[config.mk]
export PLATFORM = sky130hd
export DESIGN_NAME = dma_readback
export DESIGN_NICKNAME = d
export VERILOG_FILES = /design/src/rtl/dma_rb_pkg.sv /design/src/rtl/rb_status_gen.sv /design/src/rtl/rb_seq_ptr.sv /design/src/rtl/rb_mux.sv /design/src/rtl/dma_readback.sv
export SDC_FILE = /design/constraint.sdc
export NUM_CORES = 1
export LEC_CHECK = 0
export BUFFER_PORTS_ARGS = -buffer_cell sky130_fd_sc_hd__buf_2
export CORE_MARGIN = 3
export CORE_UTILIZATION = 49
export DETAILED_ROUTE_END_ITERATION = 7
export GPL_TIMING_DRIVEN = 0
export HOLD_SLACK_MARGIN = 0.06
export PLACE_DENSITY = 0.94
export SLEW_MARGIN = 20
export SYNTH_ARGS = -nofsm -noshare
export SYNTH_HDL_FRONTEND = slang
export SYNTH_HIERARCHICAL = 1
export SYNTH_SLANG_ARGS = --single-unit
[constraint.sdc]
create_clock -name clk -period 4.4 [get_ports clk]
set_clock_uncertainty 0.15 [all_clocks]
set_input_delay 0.88 -clock clk [delete_from_list [all_inputs] [get_ports clk]]
set_output_delay 0.88 -clock clk [all_outputs]
set_load 0.01 [all_outputs]
[src/rtl/dma_rb_pkg.sv]
package dma_rb_pkg;
  localparam logic [7:0] STATUS_BASE = 8'hCC;

  function automatic logic [7:0] make_status(
    input logic       en,
    input logic [1:0] mode,
    input logic       pol,
    input logic       rdy,
    input logic       match,
    input logic       eob
  );
    logic [7:0] s;
    s    = STATUS_BASE;
    s[0] = en;
    s[1] = (mode != 2'd1) && (pol != rdy);
    s[4] = ~match;
    s[5] = ~eob;
    return s;
  endfunction
endpackage

[src/rtl/rb_status_gen.sv]
module rb_status_gen
  import dma_rb_pkg::*;
(
  input  logic       chan_en,
  input  logic [1:0] xfer_mode,
  input  logic       rdy_pol,
  input  logic       rdy_in,
  input  logic       match_hit,
  input  logic       block_end,
  output logic [7:0] status_o
);
  always_comb begin
    status_o = make_status(chan_en, xfer_mode, rdy_pol, rdy_in, match_hit, block_end);
  end
endmodule

[src/rtl/rb_seq_ptr.sv]
module rb_seq_ptr #(
  parameter int ENTRIES = 7,
  localparam int PTR_W = $clog2(ENTRIES)
) (
  input  logic               clk,
  input  logic               rst_n,
  input  logic               rd_adv,
  input  logic               mask_we,
  input  logic [ENTRIES-1:0] mask_in,
  input  logic               restart,
  input  logic               status_only,
  output logic [ENTRIES-1:0] mask_q,
  output logic [PTR_W-1:0]   ptr_q
);
  logic [ENTRIES-1:0] new_mask;
  logic [ENTRIES-1:0] above;
  logic [PTR_W-1:0]   first_new;
  logic [PTR_W-1:0]   first_cur;
  logic [PTR_W-1:0]   next_idx;
  logic               rebuild;

  assign rebuild = status_only | mask_we | restart;

  always_comb begin
    if (status_only)  new_mask = ENTRIES'(1);
    else if (mask_we) new_mask = mask_in;
    else              new_mask = mask_q;
  end

  genvar g;
  generate
    for (g = 0; g < ENTRIES; g++) begin : g_above
      assign above[g] = mask_q[g] && (PTR_W'(g) > ptr_q);
    end
  endgenerate

  always_comb begin
    first_new = '0;
    first_cur = '0;
    for (int i = ENTRIES - 1; i >= 0; i--) begin
      if (new_mask[i]) first_new = PTR_W'(i);
      if (mask_q[i])   first_cur = PTR_W'(i);
    end
    next_idx = first_cur;
    for (int i = ENTRIES - 1; i >= 0; i--) begin
      if (above[i]) next_idx = PTR_W'(i);
    end
  end

  always_ff @(posedge clk or negedge rst_n) begin
    if (!rst_n) begin
      mask_q <= '0;
      ptr_q  <= '0;
    end else if (rebuild) begin
      mask_q <= new_mask;
      ptr_q  <= first_new;
    end else if (rd_adv && (mask_q != '0)) begin
      ptr_q  <= next_idx;
    end
  end

  assert_ptr_selected_R5: assert property (@(posedge clk) disable iff (!rst_n)
    (mask_q != '0) |-> mask_q[ptr_q]);
  assert_single_entry_R5: assert property (@(posedge clk) disable iff (!rst_n)
    (!rebuild && rd_adv && $countones(mask_q) == 1) |=> $stable(ptr_q));
  assert_idle_hold_R6: assert property (@(posedge clk) disable iff (!rst_n)
    (!rebuild && !rd_adv) |=> ($stable(ptr_q) && $stable(mask_q)));
  assert_status_only_R8: assert property (@(posedge clk) disable iff (!rst_n)
    status_only |=> (mask_q == ENTRIES'(1) && ptr_q == '0));
  assert_restart_mask_R9: assert property (@(posedge clk) disable iff (!rst_n)
    (restart && !status_only && !mask_we) |=> $stable(mask_q));
endmodule

[src/rtl/rb_mux.sv]
module rb_mux #(
  parameter int CNT_W = 16,
  localparam int CNT_BYTES = CNT_W / 8,
  localparam int ENTRIES = 1 + 3 * CNT_BYTES,
  localparam int PTR_W = $clog2(ENTRIES)
) (
  input  logic [PTR_W-1:0] sel,
  input  logic             list_empty,
  input  logic [7:0]       status_i,
  input  logic [CNT_W-1:0] byte_cnt,
  input  logic [CNT_W-1:0] a_cnt,
  input  logic [CNT_W-1:0] b_cnt,
  output logic [7:0]       data_o
);
  logic [7:0]       ent [ENTRIES];
  logic [CNT_W-1:0] cnts [3];

  assign cnts[0] = byte_cnt;
  assign cnts[1] = a_cnt;
  assign cnts[2] = b_cnt;
  assign ent[0]  = status_i;

  genvar c, b;
  generate
    for (c = 0; c < 3; c++) begin : g_cnt
      for (b = 0; b < CNT_BYTES; b++) begin : g_byte
        assign ent[1 + c * CNT_BYTES + b] = cnts[c][b*8 +: 8];
      end
    end
  endgenerate

  always_comb begin
    data_o = status_i;
    if (!list_empty) begin
      for (int i = 0; i < ENTRIES; i++) begin
        if (sel == PTR_W'(i)) data_o = ent[i];
      end
    end
  end
endmodule

[src/rtl/dma_readback.sv]
module dma_readback #(
  parameter int CNT_W = 16,
  localparam int CNT_BYTES = CNT_W / 8,
  localparam int ENTRIES = 1 + 3 * CNT_BYTES
) (
  input  logic               clk,
  input  logic               rst_n,
  input  logic               rd_en,
  input  logic               mask_we,
  input  logic [ENTRIES-1:0] mask_in,
  input  logic               restart_seq,
  input  logic               status_only,
  input  logic               chan_en,
  input  logic [1:0]         xfer_mode,
  input  logic               rdy_pol,
  input  logic               rdy_in,
  input  logic               match_hit,
  input  logic               block_end,
  input  logic [CNT_W-1:0]   byte_cnt,
  input  logic [CNT_W-1:0]   a_cnt,
  input  logic [CNT_W-1:0]   b_cnt,
  output logic [7:0]         rd_data
);
  localparam int PTR_W = $clog2(ENTRIES);

  logic [7:0]         status_live;
  logic [ENTRIES-1:0] mask_q;
  logic [PTR_W-1:0]   ptr_q;

  rb_status_gen u_stat (
    .chan_en(chan_en), .xfer_mode(xfer_mode), .rdy_pol(rdy_pol), .rdy_in(rdy_in),
    .match_hit(match_hit), .block_end(block_end), .status_o(status_live)
  );

  rb_seq_ptr #(.ENTRIES(ENTRIES)) u_seq (
    .clk(clk), .rst_n(rst_n), .rd_adv(rd_en), .mask_we(mask_we), .mask_in(mask_in),
    .restart(restart_seq), .status_only(status_only), .mask_q(mask_q), .ptr_q(ptr_q)
  );

  rb_mux #(.CNT_W(CNT_W)) u_mux (
    .sel(ptr_q), .list_empty(mask_q == '0), .status_i(status_live),
    .byte_cnt(byte_cnt), .a_cnt(a_cnt), .b_cnt(b_cnt), .data_o(rd_data)
  );

  assert_empty_live_R6: assert property (@(posedge clk) disable iff (!rst_n)
    (mask_q == '0) |-> (rd_data == status_live));
  assert_base_bits_R1: assert property (@(posedge clk) disable iff (!rst_n)
    (mask_q == '0) |-> (rd_data[7:6] == 2'b11 && rd_data[3:2] == 2'b11 && rd_data[0] == chan_en));
  assert_status_entry_R10: assert property (@(posedge clk) disable iff (!rst_n)
    (mask_q != '0 && ptr_q == '0) |-> (rd_data == status_live));
endmodule

Word level (Yosys, flattened, before mapping)
Index checks and enable logic that the tools add are counted. W data, S select, Z words.

Flip-flop bits (word level): 10. Bits in latches: 0. Bits in writable memories: 0. Memory bits (read-only): 0. Bits of input ports: 68. Output and inout port bits: 8. Logic and storage cells: 65. Memories kept: 0.

Add/sub/neg operators: 0. $mul: 0. Divide/modulo/power cells: 0. $lt $le $gt $ge: 7. Eq/ne operators: 8. Shifts and indexed selects: 0. Muxes and demuxes: 32. Bitwise operators: 4. Reductions and logical operators: 12.

Operators with widths (number): $mux W3 (23); $mux W8 (7); $mux W7 (2); $eq A3 B3 Y1 const B (3); $gt A3 B3 Y1 const A (3); $logic_and A1 B1 Y1 (9); $logic_not A7 Y1 (1); $reduce_bool A7 Y1 (1); $eq A3 B2 Y1 const B (2); $gt A1 B3 Y1 const A (2); $gt A2 B3 Y1 const A (2); $eq A3 B1 Y1 const B (1); $ne A2 B1 Y1 const B (1); $not A1 Y1 (2); $or A1 B1 Y1 (2); $reduce_bool A2 Y1 (1); $ne A1 B1 Y1 (1).

Depth between registers and ports, before layout
Depth in word-level cells: 16. Depth in mapped cells: 7. Depth with buffers taken out: 6.

Cells and area by module
The synthesis kept the hierarchy.

Modules (own cells, without submodules): rb_seq_ptr (times used 1, cells an instance 90, area each 734.5 um^2, seq. area each 250.2 um^2); rb_mux (times used 1, cells an instance 72, area each 594.3 um^2, seq. area each 0.0 um^2); rb_status_gen (times used 1, cells an instance 11, area each 66.3 um^2, seq. area each 0.0 um^2); dma_readback (times used 1, cells an instance 2, area each 20.0 um^2, seq. area each 0.0 um^2).

Least setup slack after synthesis
OpenSTA, ideal clock, no wires.

Path kind: register to output. From: reg u_seq.mask_q[4]. To: out rd_data[6]. Arrival time: 1968 ps. Data required time: 3370 ps. Setup slack: 1402 ps. Stages on the path, launching flop included: 8. Path buffers: 1. Cells stage by stage: dfrtp_1 > or4_1 > nor4_2 > clkbuf_8 > clkinv_1 > nand3_2 > o22ai_1 > a21oi_1.

Longest elaborated chain between the ends: 2.

Ends and longest elaborated chain: start: declaration (RTL line rb_seq_ptr.sv:12) `output logic [ENTRIES-1:0] mask_q,`; start signal: assignment (RTL line rb_seq_ptr.sv:55) `mask_q <= new_mask;`; $logic_not A7 Y1 (RTL line dma_readback.sv:41) `.sel(ptr_q), .list_empty(mask_q == '0), .status_i(status_live),`; $mux W8 (RTL line rb_mux.sv:34) `if (!list_empty) begin`; end: declaration (RTL line dma_readback.sv:22) `output logic [7:0] rd_data`.

Every way passes these cells.

Worst setup path after layout
From: reg u_seq.mask_q[4]. To: out rd_data[4].

The elaborated chain is that of the path after synthesis.

==> run summary <==
===============================================================================
Run status ....................................................... complete, no violations
Post-layout power ................................................    0.3772 mW
Async set-reset flop share out of synthesis ......................       100.0%
Number of setup violations in the final report ...................            0
Total core area ..................................................    2613 um^2
Cell types with the highest counts after synthesis ............... sky130_fd_sc_hd__a21oi_1, sky130_fd_sc_hd__nor2_1, sky130_fd_sc_hd__dfrtp_1
Effective utilization at floorplan ...............................       54.17%
Worst vdd rail ir drop ...........................................    0.2439 mV
FF-to-FF path depth ..............................................            5
Count of TritonRoute iterations in the first routing pass ........            4
Die Footprint ....................................................    3569 um^2
Post-synthesis sequential element count ..........................           10
Clock period minus worst slack ...................................     3.645 ns
Buffers on Ports .................................................           74
Die Span X .......................................................     59.74 um
Classification of the worst-slack hold path ......................  in -> async
Aggregate global-route resource usage ............................       24.03%
RR Endpoint ...................................................... u_seq/ptr_q[1]
Fraction of layout instances using a drive strength above 1 ......       43.75%
Maximum level of the CTS H-tree ..................................            1
Crit Reg-Reg Startpoint .......................................... u_seq/mask_q[2]
Routability Congestion ...........................................       0.8509
Largest area contributor in the synthesized netlist .............. sky130_fd_sc_hd__dfrtp_1
Clock tree root buffer cell ...................................... sky130_fd_sc_hd__clkbuf_4
Relative area change from synthesis to final layout ..............       32.18%
Global route overflow ............................................            0
Antenna diodes ...................................................            0
Post-DP HPWL .....................................................      3493 um
Wire length of the first global-routing pass .....................      6727 um
Data arrival time of the critical path ...........................      2.62 ns
WHS ..............................................................    0.3044 ns
Category of the most critical setup path .........................   reg -> out
Post-CTS repair timing setup buffer count ........................            0
Number of gates resized after cts ................................            0
Number of endpoints with negative hold slack in the final report .            0
Max FO, Critical Path ............................................            9
Floorplan die height .............................................     59.74 um
Count of max-cap constraint violations ...........................            0
Count of mapped cells out of synthesis ...........................          175
Count of flip-flops with a built-in enable after synthesis .......            0
Initial antenna violation count ..................................            0
Cell Count, Final, Fillers Out ...................................          286
Number of sinks driven by the clock tree .........................           10
Wire length per cell after detailed routing ......................     15.54 um
Count of standard-cell rows ......................................           18
Post-detailed-route count of antenna-violating nets ..............            0
Fmax .............................................................    274.3 MHz
Drt drc ..........................................................            0
I/O pin count ....................................................           76
Total power divided by cell area ................................. 201.7 nW/um^2
Syn_area_per_cell ................................................   8.086 um^2
Vias in the first global route ...................................         1580
Distinct cells, synth ............................................           50
Warnings, synthesis ..............................................            6
Hold buffer count at CTS .........................................            0
Syn Std Cell Area ................................................    1415 um^2
Longest Clk Path Bufs ............................................            2
Number of nets in the finished design ............................          325
CTS tree .........................................................          yes
Number of buffers inserted during clock tree synthesis ...........            3
Final routed wirelength across all metal layers ..................      4445 um
Cell count after placement .......................................          282
Clk_lat worst skew ...............................................      0.26 ns
Max Slew Vio Count ...............................................            0
Unrepaired setup endpoints after global routing ..................           no
Startpoint class of the critical path ............................    flip-flop
Vias per cell ....................................................        5.993
Post-synthesis sequential area ratio .............................       17.68%
Fin crit share ...................................................       82.85%
Clk slew on worst S/H paths ......................................      0.07 ns
Pin count of the biggest net entering global routing .............           11
Cells taking the most area after synthesis ....................... sky130_fd_sc_hd__dfrtp_1, sky130_fd_sc_hd__a21oi_1, sky130_fd_sc_hd__mux2_2
Slack of the worst reg-to-reg path ...............................      2.38 ns
Predominant post-synthesis flop cell ............................. sky130_fd_sc_hd__dfrtp_1
Setup slack at placement .........................................     1.081 ns
Total number of vias .............................................         1714
DR iter-0 viols ..................................................          104
Crit path setup slack, layout ....................................    0.7545 ns
Category of the worst setup path capture point ...................   output pin
Required time at the endpoint of the critical path ...............      3.37 ns
Library cell with the highest instance count after synthesis ..... sky130_fd_sc_hd__a21oi_1
Reported leakage power ...........................................    0.8796 nW
Top cell type's share of synthesized area ........................       17.68%
Summed negative setup slack over all endpoints ...................         0 ns
===============================================================================
==> through the flow <==
stage | util [%] | instance area, um^2
after global placement | 70.21 | 1834
after global routing | 71.60 | 1871
after floorplan | - | 1426
final | 71.60 | 1871
after detailed placement | 70.21 | 1834
after CTS | 71.60 | 1871
==> worst max path at each step <==
stage	from	end	slack, ns
final	u_seq/mask_q[4]	rd_data[4]	0.75
after global routing	u_seq/mask_q[4]	rd_data[6]	0.56
after CTS	u_seq/mask_q[4]	rd_data[4]	0.78
after detailed placement	u_seq/mask_q[4]	rd_data[4]	1.08
after global placement	u_seq/mask_q[4]	rd_data[2]	1.14
after floorplan	u_seq/mask_q[4]	rd_data[6]	1.40
==> registers in the layout, summed over array words and instances (netlist names) <==
| name | flops |
|---|---|
| u_seq/mask_q | 7 |
| u_seq/ptr_q | 3 |
==> final cells by class <==
class	count	area, um^2
multi-input combinational	144	1013
timing repair buffer	74	370.4
inverter	7	26.28
tap	30	37.54
buffer	17	136.4
sequential	10	250.2
clock buffer	4	36.28
fill	210	742.0
==> cells by family after synthesis <==
family	Yosys count	share of synthesized area, %
other	1	0.2650
multiplexers	14	10.61
XOR/XNOR	1	0.6190
flip-flops	10	17.68
buffers and inverters	24	11.49
AND/OR/NAND/NOR	50	21.49
AO/OA/AOI/OAI	75	37.84
==> power by group <==
| part | internal [mW] | switching [mW] |
|---|---|---|
| Clock | 0.0502 | 0.0318 |
| Sequential | 0.0975 | 0.0113 |
| Combinational | 0.0953 | 0.0911 |
| Total | 0.243 | 0.134 |
==> routing by layer <==
| metal | vias up | global-route usage [%] | part of all wire (%) |
|---|---|---|---|
| met4 | 0 | 8.228 | 1.2 |
| li1 | 833 | - | - |
| met3 | 10 | 2.376 | 8.1 |
| met5 | - | 0 | 0 |
| met2 | 86 | 41.82 | 50 |
| met1 | 785 | 30.65 | 40 |
==> worst max-delay path, stage by stage, from the launching register on <==
cell                       delay, ns
sky130_fd_sc_hd__dfrtp_1        0.47
sky130_fd_sc_hd__or4_1          0.56
sky130_fd_sc_hd__nor4_2         0.16
sky130_fd_sc_hd__clkbuf_8       0.21
sky130_fd_sc_hd__clkinv_1       0.25
sky130_fd_sc_hd__nand3_2        0.28
sky130_fd_sc_hd__o22ai_1        0.10
sky130_fd_sc_hd__a21oi_1        0.15
sky130_fd_sc_hd__buf_2          0.15
==> placed cells by master, fill, tap and decap left out, drive strengths merged, types with 3 or more instances in the layout <==
| master | count |
|---|---|
| nor2b | 4 |
| nand2b | 4 |
| a21oi | 22 |
| a211oi | 3 |
| nand3 | 4 |
| mux2 | 8 |
| nor3b | 3 |
| inv | 5 |
| a221o | 8 |
| buf | 85 |
| conb | 4 |
| o221ai | 8 |
| clkbuf | 9 |
| o22ai | 9 |
| dfrtp | 10 |
| nor3 | 4 |
| a22o | 8 |
| nor2 | 16 |
| o21ai | 7 |
| mux2i | 6 |
| nand2 | 6 |
Power figures use the tool's default switching activity.
